### src/rtl/rcs_pkg.sv
package rcs_pkg;

  typedef enum logic [1:0] {
    ST_RESET  = 2'd0,
    ST_TIMING = 2'd1,
    ST_JOIN   = 2'd2,
    ST_RUN    = 2'd3
  } seq_state_e;

  localparam logic [1:0] MUX_PRI = 2'd0;
  localparam logic [1:0] MUX_SEC = 2'd1;
  localparam logic [1:0] MUX_INT = 2'd2;

  // Crystal modes need the oscillator start-up count.
  function automatic logic is_crystal(input logic [2:0] mode);
    return (mode <= 3'd2);
  endfunction

  // Clock-select field to system mux code.
  function automatic logic [1:0] sel_to_mux(input logic [1:0] sel);
    logic [1:0] m;
    if (sel == 2'b00)      m = MUX_PRI;
    else if (sel == 2'b01) m = MUX_SEC;
    else                   m = MUX_INT;
    return m;
  endfunction

endpackage

### src/rtl/rcs_timer.sv
module rcs_timer #(
  parameter int LIMIT = 1024
) (
  input  logic clk,
  input  logic rst_n,
  input  logic clear,
  input  logic run,
  input  logic needed,
  input  logic tick,
  output logic done,
  output logic fire
);
  localparam int W = $clog2(LIMIT + 1);
  localparam logic [W-1:0] LIM  = W'(LIMIT);
  localparam logic [W-1:0] LAST = W'(LIMIT - 1);

  logic [W-1:0] cnt;
  logic         at_lim;
  logic         step;

  assign at_lim = (cnt == LIM);
  assign step   = run && needed && tick && !at_lim;
  assign done   = !needed || at_lim;
  assign fire   = step && (cnt == LAST);

  always_ff @(posedge clk or negedge rst_n) begin
    if (!rst_n)      cnt <= '0;
    else if (clear)  cnt <= '0;
    else if (step)   cnt <= cnt + 1'b1;
  end

  a_r2_cnt_bound: assert property (@(posedge clk) disable iff (!rst_n)
    cnt <= LIM);

  a_r9_clear_restarts: assert property (@(posedge clk) disable iff (!rst_n)
    clear |=> (cnt == '0));

  a_r2_fire_completes: assert property (@(posedge clk) disable iff (!rst_n)
    (fire && !clear) |=> done);

endmodule

### src/rtl/rcs_seq.sv
module rcs_seq
  import rcs_pkg::*;
(
  input  logic       clk,
  input  logic       rst_n,
  input  logic       rst_req,
  input  logic       ost_done,
  input  logic       cpu_done,
  output seq_state_e state,
  output logic       timing,
  output logic       hold_rst,
  output logic       q1_freeze,
  output logic       run_start
);
  seq_state_e nxt;
  logic       both_done;

  assign both_done = ost_done && cpu_done;

  always_comb begin
    nxt = state;
    if (rst_req) nxt = ST_RESET;
    else begin
      case (state)
        ST_RESET:  nxt = ST_TIMING;
        ST_TIMING: nxt = both_done ? ST_JOIN : ST_TIMING;
        ST_JOIN:   nxt = ST_RUN;
        default:   nxt = ST_RUN;
      endcase
    end
  end

  always_ff @(posedge clk or negedge rst_n) begin
    if (!rst_n) begin
      state     <= ST_RESET;
      run_start <= 1'b0;
    end else begin
      state     <= nxt;
      run_start <= (state == ST_JOIN) && !rst_req;
    end
  end

  assign timing    = (state == ST_TIMING);
  assign hold_rst  = (state != ST_RUN);
  assign q1_freeze = (state == ST_TIMING) || (state == ST_JOIN);

  a_r4_join_needs_both: assert property (@(posedge clk) disable iff (!rst_n)
    (state == ST_JOIN) |-> $past(both_done));

  a_r5_freeze_within_hold: assert property (@(posedge clk) disable iff (!rst_n)
    q1_freeze |-> hold_rst);

  a_r11_start_on_release: assert property (@(posedge clk) disable iff (!rst_n)
    $fell(hold_rst) |-> run_start);

  a_r11_single_pulse: assert property (@(posedge clk) disable iff (!rst_n)
    run_start |=> !run_start);

endmodule

### src/rtl/rcs_top.sv
module rcs_top
  import rcs_pkg::*;
#(
  parameter int OST_CYCLES = 1024,
  parameter int CPU_CYCLES = 8
) (
  input  logic       clk,
  input  logic       rst_n,
  input  logic       rst_req,
  input  logic       was_asleep,
  input  logic [2:0] osc_mode,
  input  logic       two_speed_en,
  input  logic       pri_tick,
  input  logic       int_tick,
  input  logic       sel_we,
  input  logic [1:0] sel_wdata,
  output logic [1:0] clk_sel,
  output logic [1:0] sys_mux,
  output logic       hold_rst,
  output logic       q1_freeze,
  output logic       osc_ready,
  output logic       run_start
);
  seq_state_e state;
  logic       timing;
  logic       latch_en;
  logic [2:0] mode_q;
  logic       asleep_q;
  logic       ts_q;
  logic       xtal;
  logic       ost_done, ost_fire;
  logic       cpu_done, cpu_fire;
  logic       two_speed_active;

  assign latch_en = rst_req || (state == ST_RESET);
  assign xtal     = is_crystal(mode_q);

  always_ff @(posedge clk or negedge rst_n) begin
    if (!rst_n) begin
      mode_q   <= 3'd0;
      asleep_q <= 1'b0;
      ts_q     <= 1'b0;
    end else if (latch_en) begin
      mode_q   <= osc_mode;
      asleep_q <= was_asleep;
      ts_q     <= two_speed_en;
    end
  end

  rcs_timer #(.LIMIT(OST_CYCLES)) u_ost (
    .clk(clk), .rst_n(rst_n), .clear(latch_en), .run(timing),
    .needed(xtal), .tick(pri_tick), .done(ost_done), .fire(ost_fire)
  );

  rcs_timer #(.LIMIT(CPU_CYCLES)) u_cpu (
    .clk(clk), .rst_n(rst_n), .clear(latch_en), .run(timing),
    .needed(asleep_q), .tick(int_tick), .done(cpu_done), .fire(cpu_fire)
  );

  rcs_seq u_seq (
    .clk(clk), .rst_n(rst_n), .rst_req(rst_req),
    .ost_done(ost_done), .cpu_done(cpu_done),
    .state(state), .timing(timing), .hold_rst(hold_rst),
    .q1_freeze(q1_freeze), .run_start(run_start)
  );

  always_ff @(posedge clk or negedge rst_n) begin
    if (!rst_n)                                 osc_ready <= 1'b0;
    else if (rst_req)                           osc_ready <= 1'b0;
    else if (ost_fire)                          osc_ready <= 1'b1;
    else if ((state == ST_RESET) && !xtal)      osc_ready <= 1'b1;
  end

  always_ff @(posedge clk or negedge rst_n) begin
    if (!rst_n)                     clk_sel <= 2'b00;
    else if (rst_req)               clk_sel <= 2'b00;
    else if (sel_we && !hold_rst)   clk_sel <= sel_wdata;
  end

  assign two_speed_active = ts_q && xtal && !osc_ready;
  assign sys_mux = two_speed_active ? MUX_INT : sel_to_mux(clk_sel);

  a_r1_reset_state: assert property (@(posedge clk) disable iff (!rst_n)
    rst_req |=> (hold_rst && (clk_sel == 2'b00) && !osc_ready));

  a_r8_ready_before_release: assert property (@(posedge clk) disable iff (!rst_n)
    !hold_rst |-> osc_ready);

  a_r7_primary_after_ready: assert property (@(posedge clk) disable iff (!rst_n)
    (osc_ready && (clk_sel == 2'b00)) |-> (sys_mux == MUX_PRI));

  a_r10_sel_locked: assert property (@(posedge clk) disable iff (!rst_n)
    (hold_rst && !rst_req) |=> $stable(clk_sel));

  a_r3_cpu_only_asleep: assert property (@(posedge clk) disable iff (!rst_n)
    cpu_fire |-> asleep_q);

endmodule

### config.mk
export PLATFORM = sky130hd
export DESIGN_NAME = rcs_top
export DESIGN_NICKNAME = d
export VERILOG_FILES = /design/src/rtl/rcs_pkg.sv /design/src/rtl/rcs_timer.sv /design/src/rtl/rcs_seq.sv /design/src/rtl/rcs_top.sv
export SDC_FILE = /design/constraint.sdc
export NUM_CORES = 1
export LEC_CHECK = 0
export ABC_AREA = 1
export CAP_MARGIN = 20
export CORE_AREA = 8 8 91 69
export CTS_CLUSTER_SIZE = 30
export DETAILED_ROUTE_END_ITERATION = 16
export DIE_AREA = 0 0 99 77
export PLACE_DENSITY = 0.61
export SYNTH_ARGS = -nofsm -noshare
export SYNTH_HDL_FRONTEND = slang
export SYNTH_HIERARCHICAL = 1
export SYNTH_SLANG_ARGS = --single-unit
### constraint.sdc
create_clock -name clk -period 4 [get_ports clk]
set_input_delay 1.2 -clock clk [delete_from_list [all_inputs] [get_ports clk]]
set_output_delay 1.2 -clock clk [all_outputs]
set_load 0.05 [all_outputs]
### Word-level counts from Yosys, hierarchy flattened

Cells that the tools add are included.

* flip-flop bits (word level): 26
* input bits: 13
* output and inout bits: 8
* word-level logic and storage cells: 64

* $add $sub $neg: 2
* $lt $le $gt $ge: 1
* equality and inequality tests: 7
* multiplexer cells: 15
* reductions and logical operators: 30

Operator list (count)
* $mux W11: 2
* $mux W2: 7
* $logic_and A1 B1 Y1: 13
* $add A11 B1 Y11 const B: 1
* $eq A11 B10 Y1 const B: 1
* $eq A11 B11 Y1 const B: 1
* $mux W4: 2
* $logic_not A1 Y1: 7
* $reduce_bool A2 Y1: 3
* $add A4 B1 Y4 const B: 1
* $eq A2 B1 Y1 const B: 2
* $eq A4 B4 Y1 const B: 1
* $logic_not A2 Y1: 2
* $logic_or A1 B1 Y1: 4
* $pmux W2 S2: 1
* $le A3 B2 Y1 const B: 1
* $mux W1: 3
* $reduce_bool A3 Y1: 1
* $eq A2 B2 Y1 const B: 1
* $ne A2 B2 Y1 const B: 1

### Logic depth before layout (Yosys ltp)

Gate-level depths: netlist (run 1).

* word-level depth: 7
* depth in mapped cells: 9
* gate-level depth less buffers: 9

### By module

Netlist (run 1), hierarchy kept.

Modules (own cells, without submodules)
* rcs_timer (u_ost): instances 1, cells an instance 110, area each 744.5 µm², seq. area each 275.3 µm²
* rcs_top: instances 1, cells an instance 48, area each 402.9 µm², seq. area each 200.2 µm²
* rcs_timer (u_cpu): instances 1, cells an instance 40, area each 297.8 µm², seq. area each 100.1 µm²
* rcs_seq: instances 1, cells an instance 22, area each 193.9 µm², seq. area each 75.1 µm²

### Worst setup path before layout (run 1)

No wires, ideal clock.

* path type: register to output
* from: register osc_ready
* to: output port sys_mux[1]
* data arrival time: 1.821 ns
* required time: 2.800 ns
* setup slack: 0.979 ns
* stages on the path, launching flop included: 4
* buffers on the path: 0
* cells stage by stage: dfrtp_1 -> inv_1 -> nand2_1 -> o21ai_0

* word-level cells in the longest chain between the ends: 3

Ends and longest elaborated chain
* start, declared: line rcs_top.sv:21 `output logic osc_ready,`
* start signal, assigned: line rcs_top.sv:68 `if (!rst_n) osc_ready <= 1'b0;`
* start signal, assigned: line rcs_top.sv:69 `else if (rst_req) osc_ready <= 1'b0;`
* start signal, assigned: line rcs_top.sv:70 `else if (ost_fire) osc_ready <= 1'b1;`
* $logic_not A1 Y1: line rcs_top.sv:80 `assign two_speed_active = ts_q && xtal && !osc_ready;`
* $logic_and A1 B1 Y1: line rcs_top.sv:80
* $mux W2: line rcs_top.sv:81 `assign sys_mux = two_speed_active ? MUX_INT : sel_to_mux(clk_sel);`
* end, declared: line rcs_top.sv:18 `output logic [1:0] sys_mux,`

No other way between the ends.

### Final worst setup path (run 1)

* from: register u_seq.state[0]
* to: output port q1_freeze

* word-level cells in the longest chain between the ends: 2
* elaborated cells between the ends (all ways): 3
* classes of those cells: eq/ne (2); reduce/logical (1)

Ends and longest elaborated chain
* start, declared: line rcs_seq.sv:9 `output seq_state_e state,`
* start signal, assigned: line rcs_seq.sv:38 `state <= nxt;`
* $eq A2 B1 Y1 or $eq A2 B2 Y1 (tied branches): line rcs_seq.sv:45 `assign q1_freeze = (state == ST_TIMING) || (state == ST_JOIN);`
* $logic_or A1 B1 Y1 *: line rcs_seq.sv:45
* end, declared: line rcs_top.sv:20 `output logic q1_freeze,`

Mark *: on every way between the ends. The rest lies on a longest branch, timed or not.

==> flow_summary.yaml, run 1 <==
status:
  run_status: "finished clean"
cts:
  clkTransAtPathRegs_ns: 0.10
  cts_buffers: 3
  cts_max_path_buffers: 2
  clock_latency_ns: 0.28
  postCtsSetupRepairBufs: 0
  cts_repair_resize_count: 0
  clock_sink_count: 26
  tritoncts_clock_tree: "yes"
  clk_root_buffer_cell: "clkbuf_8"
  ctsHtreeMaxLevel: 1
  cts_hold_buffers: 0
routing:
  drt-total-wl_mm: 3.515
  count_of_vias_placed_by_the_detailed_router: 1385
  routed_wire_length_per_instance_um: 11.56
  drtPass1Iterations: 4
  m1WireLength_mm: 1.871
  drt-initial-drc-count: 56
  route.met3.wl_um: 155
  antenna_left: 0
  drc: 0
  route.detailed.vias_per_inst: 4.556
  met2_wirelength_mm: 1.445
  highest_layer: "met4"
pwr:
  combPwrFrac_pct: 22.7
  power-per-cell-area_nw_per_um2: 333.6
  vdd_drop_max_v: 0.0001561
  power_switching_uw: 198.7
  power.share.sequential_pct: 43.4
  power.internal_uw: 461.7
  power.share.clock_pct: 33.8
  cellLeakagePower_nw: 0.9375
  power.switching_fraction_pct: 30.09
grt:
  first_global_vias: 1319
  grt_first_pass_wirelength_mm: 6.285
  largest_net_degree_at_the_start_of_global_routing: 27
  antenna_violations_before_repair: 0
  globalRouteTotalUtil_pct: 9.954
  grt.overflow.total: 0
placement:
  gp_congestion: 0.7931
  dp_cells: 300
  place_hpwl_mm: 2.660
  port_buffers: 20
floorplan:
  core_area_um2: 4927
  die_h_um: 77
  rows: 22
  ios: 21
  initial_core_util_pct: 33.06
  die-area_um2: 7623
  dieWidth_um: 99
synthesis:
  synthCells: 219
  synthesis.yosys.warnings: 6
  syn_avg_cell_area_um2: 7.439
  postSynthNetCount: 241
  netlist_area_before_placement_um2: 1629
sta:
  setup_tns_final_ns: 0
  worst_slew_pin_slew_ns: 0.5085
  setup_repair_after_global_routing_missed_its_margin: "false"
  timing.final.crit_period_ns: 3.122
  worst_slew_slack_as_a_fraction_of_its_limit_pct: 65.99
  finalClockSkew_ns: 0.008094
  fmax_mhz: 320.3
  report.final.setup_viol: 0
  report.final.hold_viol_count: 0
  timing.final.crit_share_pct: 78.06
  timing.hold.ws_ns: 0.5406
  timing_max_transition_violations_final: 0
critical_path:
  timing.critical_path.to_type: "primary output"
  reg2regPathDepth: 7
  path_class: "reg2out"
  crit_path_max_fo: 6
  critPathSlowestCell: "clkdlybuf4s50_1"
  cp_slowest_stage_delay_ns: 0.79
  r2r-end: "u_cpu/cnt[2]"
  critical_path.reg2reg.startpoint: "u_seq/state[0]"
  crit_required_ns: 2.80
  cp_cell_sequence: "inv_1 -> ha_1 -> clkdlybuf4s50_1"
  timing.critical_path.arrival_ns: 1.92
  critPathLaunchType: "flip-flop"
  setup.reg_to_reg.worst_slack_ns: 2.36
worst_hold_path:
  hold_depth: 2
  holdCritPathClass: "reg2reg"
  end_point_of_the_most_critical_hold_path: "mode_q[2]"
  worst_hold_startpoint: "mode_q[2]"
flow_run:
  drv.max_cap_violation_count: 0
layout:
  areaGrowthSynthToFinish_pct: 21.51
  layout-drive-gt1-share_pct: 12.30
  antenna_cells: 0
  fillCellCount: 504
  layout.nets: 267
  final-instance-count-excl-fill: 304
[worst max path at each step]
stage,from,end
2_1_floorplan,osc_ready,sys_mux[1]
3_3_place_gp,u_seq/state[0],q1_freeze
3_5_place_dp,rst_req,u_cpu/cnt[2]
4_1_cts,u_seq/state[0],q1_freeze
5_1_grt,u_seq/state[1],q1_freeze
6_report,u_seq/state[0],q1_freeze
[placed cells by master (no fill, tap or decap)]
cell type / n
o21ai_0: 7
nor2_4: 2
nand3_4: 1
clkbuf_8: 3
inv_2: 3
nor2_2: 3
dfrtp_1: 26
nand2_1: 61
nor2_1: 23
buf_4: 2
clkdlybuf4s50_1: 20
inv_1: 31
xor2_1: 1
bufinv_16: 1
o21ai_1: 6
nand4_1: 2
nand3_1: 20
nand3_2: 2
nand2_2: 6
o21bai_1: 1
ha_1: 9
clkinv_4: 1
nor3b_1: 1
nand3b_1: 1
o21ai_2: 6
a21oi_1: 5
[area by class of cell]
class                   count  area, um2  area share, %
clock inverters             1      30.03          1.517
flip-flops and latches     26      650.6          32.87
clock buffers               3      41.29          2.086
repair buffers             22      215.2          10.87
inverters                  35      136.4          6.890
multi-input cells         157      830.8          41.97
well taps                  60      75.07          3.793
[metrics by stage]
step	instance area (um2)	utilization [%]	total power, mW	setup slack, ns
after detailed placement	1908	38.73	0.4442	1.157
after floorplan	1629	-	0.3926	0.9794
after CTS	1979	40.17	0.6711	0.8524
after global routing	1979	40.17	0.6981	0.7873
final	1979	40.17	0.6604	0.8777
after global placement	1908	38.73	0.4426	1.169
[routing by layer]
| layer | up-vias | global-route usage, % |
|---|---|---|
| met5 | - | 0 |
| met4 | 0 | 3.206 |
| met3 | 5 | 2.435 |
| met2 | 26 | 14.47 |
| met1 | 621 | 13.93 |
| li1 | 733 | - |
[power groups by stage]
stage,logic (mW),clock network (mW),registers [mW]
4_1_cts,0.153,0.231,0.287
3_5_place_dp,0.152,0,0.292
2_1_floorplan,0.0927,0,0.300
6_report,0.150,0.223,0.287
3_3_place_gp,0.150,0,0.293
5_1_grt,0.167,0.242,0.289
[registers in the layout (all words and copies together), names as in the netlist]
name	flops
u_ost/cnt	11
u_cpu/cnt	4
mode_q	3
clk_sel	2
u_seq/state	2
asleep_q	1
osc_ready	1
ts_q	1
u_seq/run_start	1
[worst max-delay path, delay by kind of cell (launching register included)]
kind | cells | cell delay (ns)
fa+ha+maj | 1 | 0.28
buf+inv | 2 | 0.89
flops | 1 | 0.47
Power figures use the tool's default switching activity.
==> run 2: changes to the inputs <==
==> constraint.sdc (replaced) <==
create_clock -name clk -period 3.15 [get_ports clk]
set_input_delay 0.945 -clock clk [delete_from_list [all_inputs] [get_ports clk]]
set_output_delay 0.945 -clock clk [all_outputs]
set_load 0.05 [all_outputs]
==> run 2 against run 1 <==
Wire length down 2.6%. Largest power group unchanged. Cell area shrank 1.1%. Combinational power grew 28%. Die area stayed put. Final cell count unchanged. Critical path depth unchanged. Clock skew shrank 0.0068 ns. Clock power shrank 13%. Largest cell class unchanged. Global-route usage is 0.15 points lower.
==> flow_summary.yaml, run 2 (same netlist as run 1, synthesis figures left out) <==
status:
  run_status: "finished clean"
grt:
  grt_first_pass_wirelength_mm: 6.265
  first_global_vias: 1362
  antenna_violations_before_repair: 0
  met2_usage_pct: 15.34
  grtUsageMet3_pct: 1.894
  largest_net_degree_at_the_start_of_global_routing: 27
  grt.overflow.total: 0
  globalRoute.busiestLayer: "met2"
  globalRouteTotalUtil_pct: 9.803
  groute.layer.met1.usage_pct: 12.81
pwr:
  cellLeakagePower_nw: 0.9279
  vdd_drop_max_v: 0.0002208
  power-per-cell-area_nw_per_um2: 383.1
  finalPower_uw: 749.8
flow_run:
  drv.max_cap_violation_count: 0
floorplan:
  initial_core_util_pct: 33.06
  core_area_um2: 4927
  dieWidth_um: 99
  die_h_um: 77
  die-area_um2: 7623
  rows: 22
  ios: 21
layout:
  layout-drive-gt1-share_pct: 12.30
  area_occupied_by_multi_input_gates_um2: 830.8
  fillCellCount: 504
  largest_registers: "u_ost/cnt x11, u_cpu/cnt x4, mode_q x3"
  layout.cells.most_common: "nand2_1"
  largest_register_ff_count: 11
  layout.area.seq_um2: 650.6
  largest_register: "u_ost/cnt"
  antenna_cells: 0
  most-common-layout-cells: "nand2_1 (61), inv_1 (31), dfrtp_1 (26), nor2_1 (23)"
  areaGrowthSynthToFinish_pct: 20.12
  layout.nets: 268
routing:
  drt-initial-drc-count: 83
  drt-total-wl_mm: 3.423
  drc: 0
  antenna_left: 0
  routed_wire_length_per_instance_um: 11.26
  route.detailed.vias_per_inst: 4.553
  count_of_vias_placed_by_the_detailed_router: 1384
  drtPass1Iterations: 4
critical_path:
  critical_path.n_buffers_inverters: 2
  cp_cell_sequence: "inv_1 -> ha_1 -> clkdlybuf4s50_1"
  timing.critical_path.depth: 3
  crit_path_max_fo: 5
  reg2regPathDepth: 5
  path_class: "reg2out"
  critPathSlowestCell: "clkdlybuf4s50_1"
  cp_slowest_stage_delay_ns: 0.79
  critPathLaunchType: "flip-flop"
  timing.critical_path.to_type: "primary output"
  timing.critical_path.arrival_ns: 1.90
  crit_required_ns: 2.20
  crit_family: "buffers and inverters"
sta:
  finalClockSkew_ns: 0.001258
  timing.final.crit_period_ns: 2.847
  worst_slew_pin_slew_ns: 0.5012
  setup_tns_final_ns: 0
  setup_repair_after_global_routing_missed_its_margin: "false"
  report.final.setup_viol: 0
  timing.final.crit_share_pct: 90.38
  fmax_mhz: 351.2
  report.final.hold_viol_count: 0
  timing_max_transition_violations_final: 0
  worst_slew_slack_as_a_fraction_of_its_limit_pct: 66.48
cts:
  postCtsSetupRepairBufs: 0
  tritoncts_clock_tree: "yes"
  cts_buffers: 3
  cts_max_path_buffers: 2
  clock_latency_ns: 0.27
  clkTransAtPathRegs_ns: 0.09
  clock_sink_count: 26
  clk_root_buffer_cell: "clkbuf_8"
  cts_repair_resize_count: 0
  ctsHtreeMaxLevel: 1
  cts_hold_buffers: 0
placement:
  place_hpwl_mm: 2.655
  port_buffers: 20
  gp_congestion: 0.7655
worst_hold_path:
  holdCritPathClass: "reg2reg"
  hold_depth: 2
-- run 2: changes by cell type in the layout (fill, tap and decap cells not counted), sizes merged --
cell | before | now
buf | 2 | 3
bufinv | 1 | 0
-- run 2: report_power, final --
group	leakage (nW)	switching [mW]	internal, mW
clock network	0.0216	0.107	0.0859
logic	0.558	0.124	0.0678
registers	0.349	0.0149	0.350
total	0.928	0.246	0.504
-- run 2: area by class of cell --
cell class	count	area share, %
well taps	60	3.836
multi-input cells	157	42.46
clock buffers	3	2.110
repair buffers	23	11.38
inverters	35	6.969
flip-flops and latches	26	33.25
-- run 2: through the flow --
step | utilization (%) | hold WS [ns] | instances | area (um2) | setup WS [ns]
floorplan | - | 0.4907 | 219 | 1629 | 0.3844
global placement | 38.88 | 0.5053 | 301 | 1916 | 0.5943
detailed placement | 38.88 | 0.5130 | 301 | 1916 | 0.6031
CTS | 39.72 | 0.5312 | 304 | 1957 | 0.2797
global route | 39.72 | 0.5746 | 304 | 1957 | 0.2154
finish | 39.72 | 0.5269 | 304 | 1957 | 0.3030
-- run 2: worst paths after layout --
kind / start / end / slack, ns
min reg2reg: mode_q[0] / mode_q[0] / 0.53
min in group asynchronous: rst_n / u_cpu/cnt[1] / 1.03
max reg2reg: u_seq/state[1] / u_ost/cnt[4] / 1.60
min: mode_q[0] / mode_q[0] / 0.53
max in group asynchronous: rst_n / u_ost/cnt[6] / 1.86
max: u_seq/state[1] / q1_freeze / 0.30
-- run 2: worst reg2reg max path: stages, from the launching register on --
cell     delay [ns]
dfrtp_1        0.45
o21ai_2        0.43
inv_1          0.25
nand2_2        0.21
nand2_1        0.07
o21ai_1        0.07
-- run 2: per-layer routing --
layer  vias up  wire length, um  share of wire, %
li1        740                -                 -
met1       621             1749                51
met2        18             1511                44
met3         5              104               3.0
met4         0               59               1.7
met5         -                0                 0
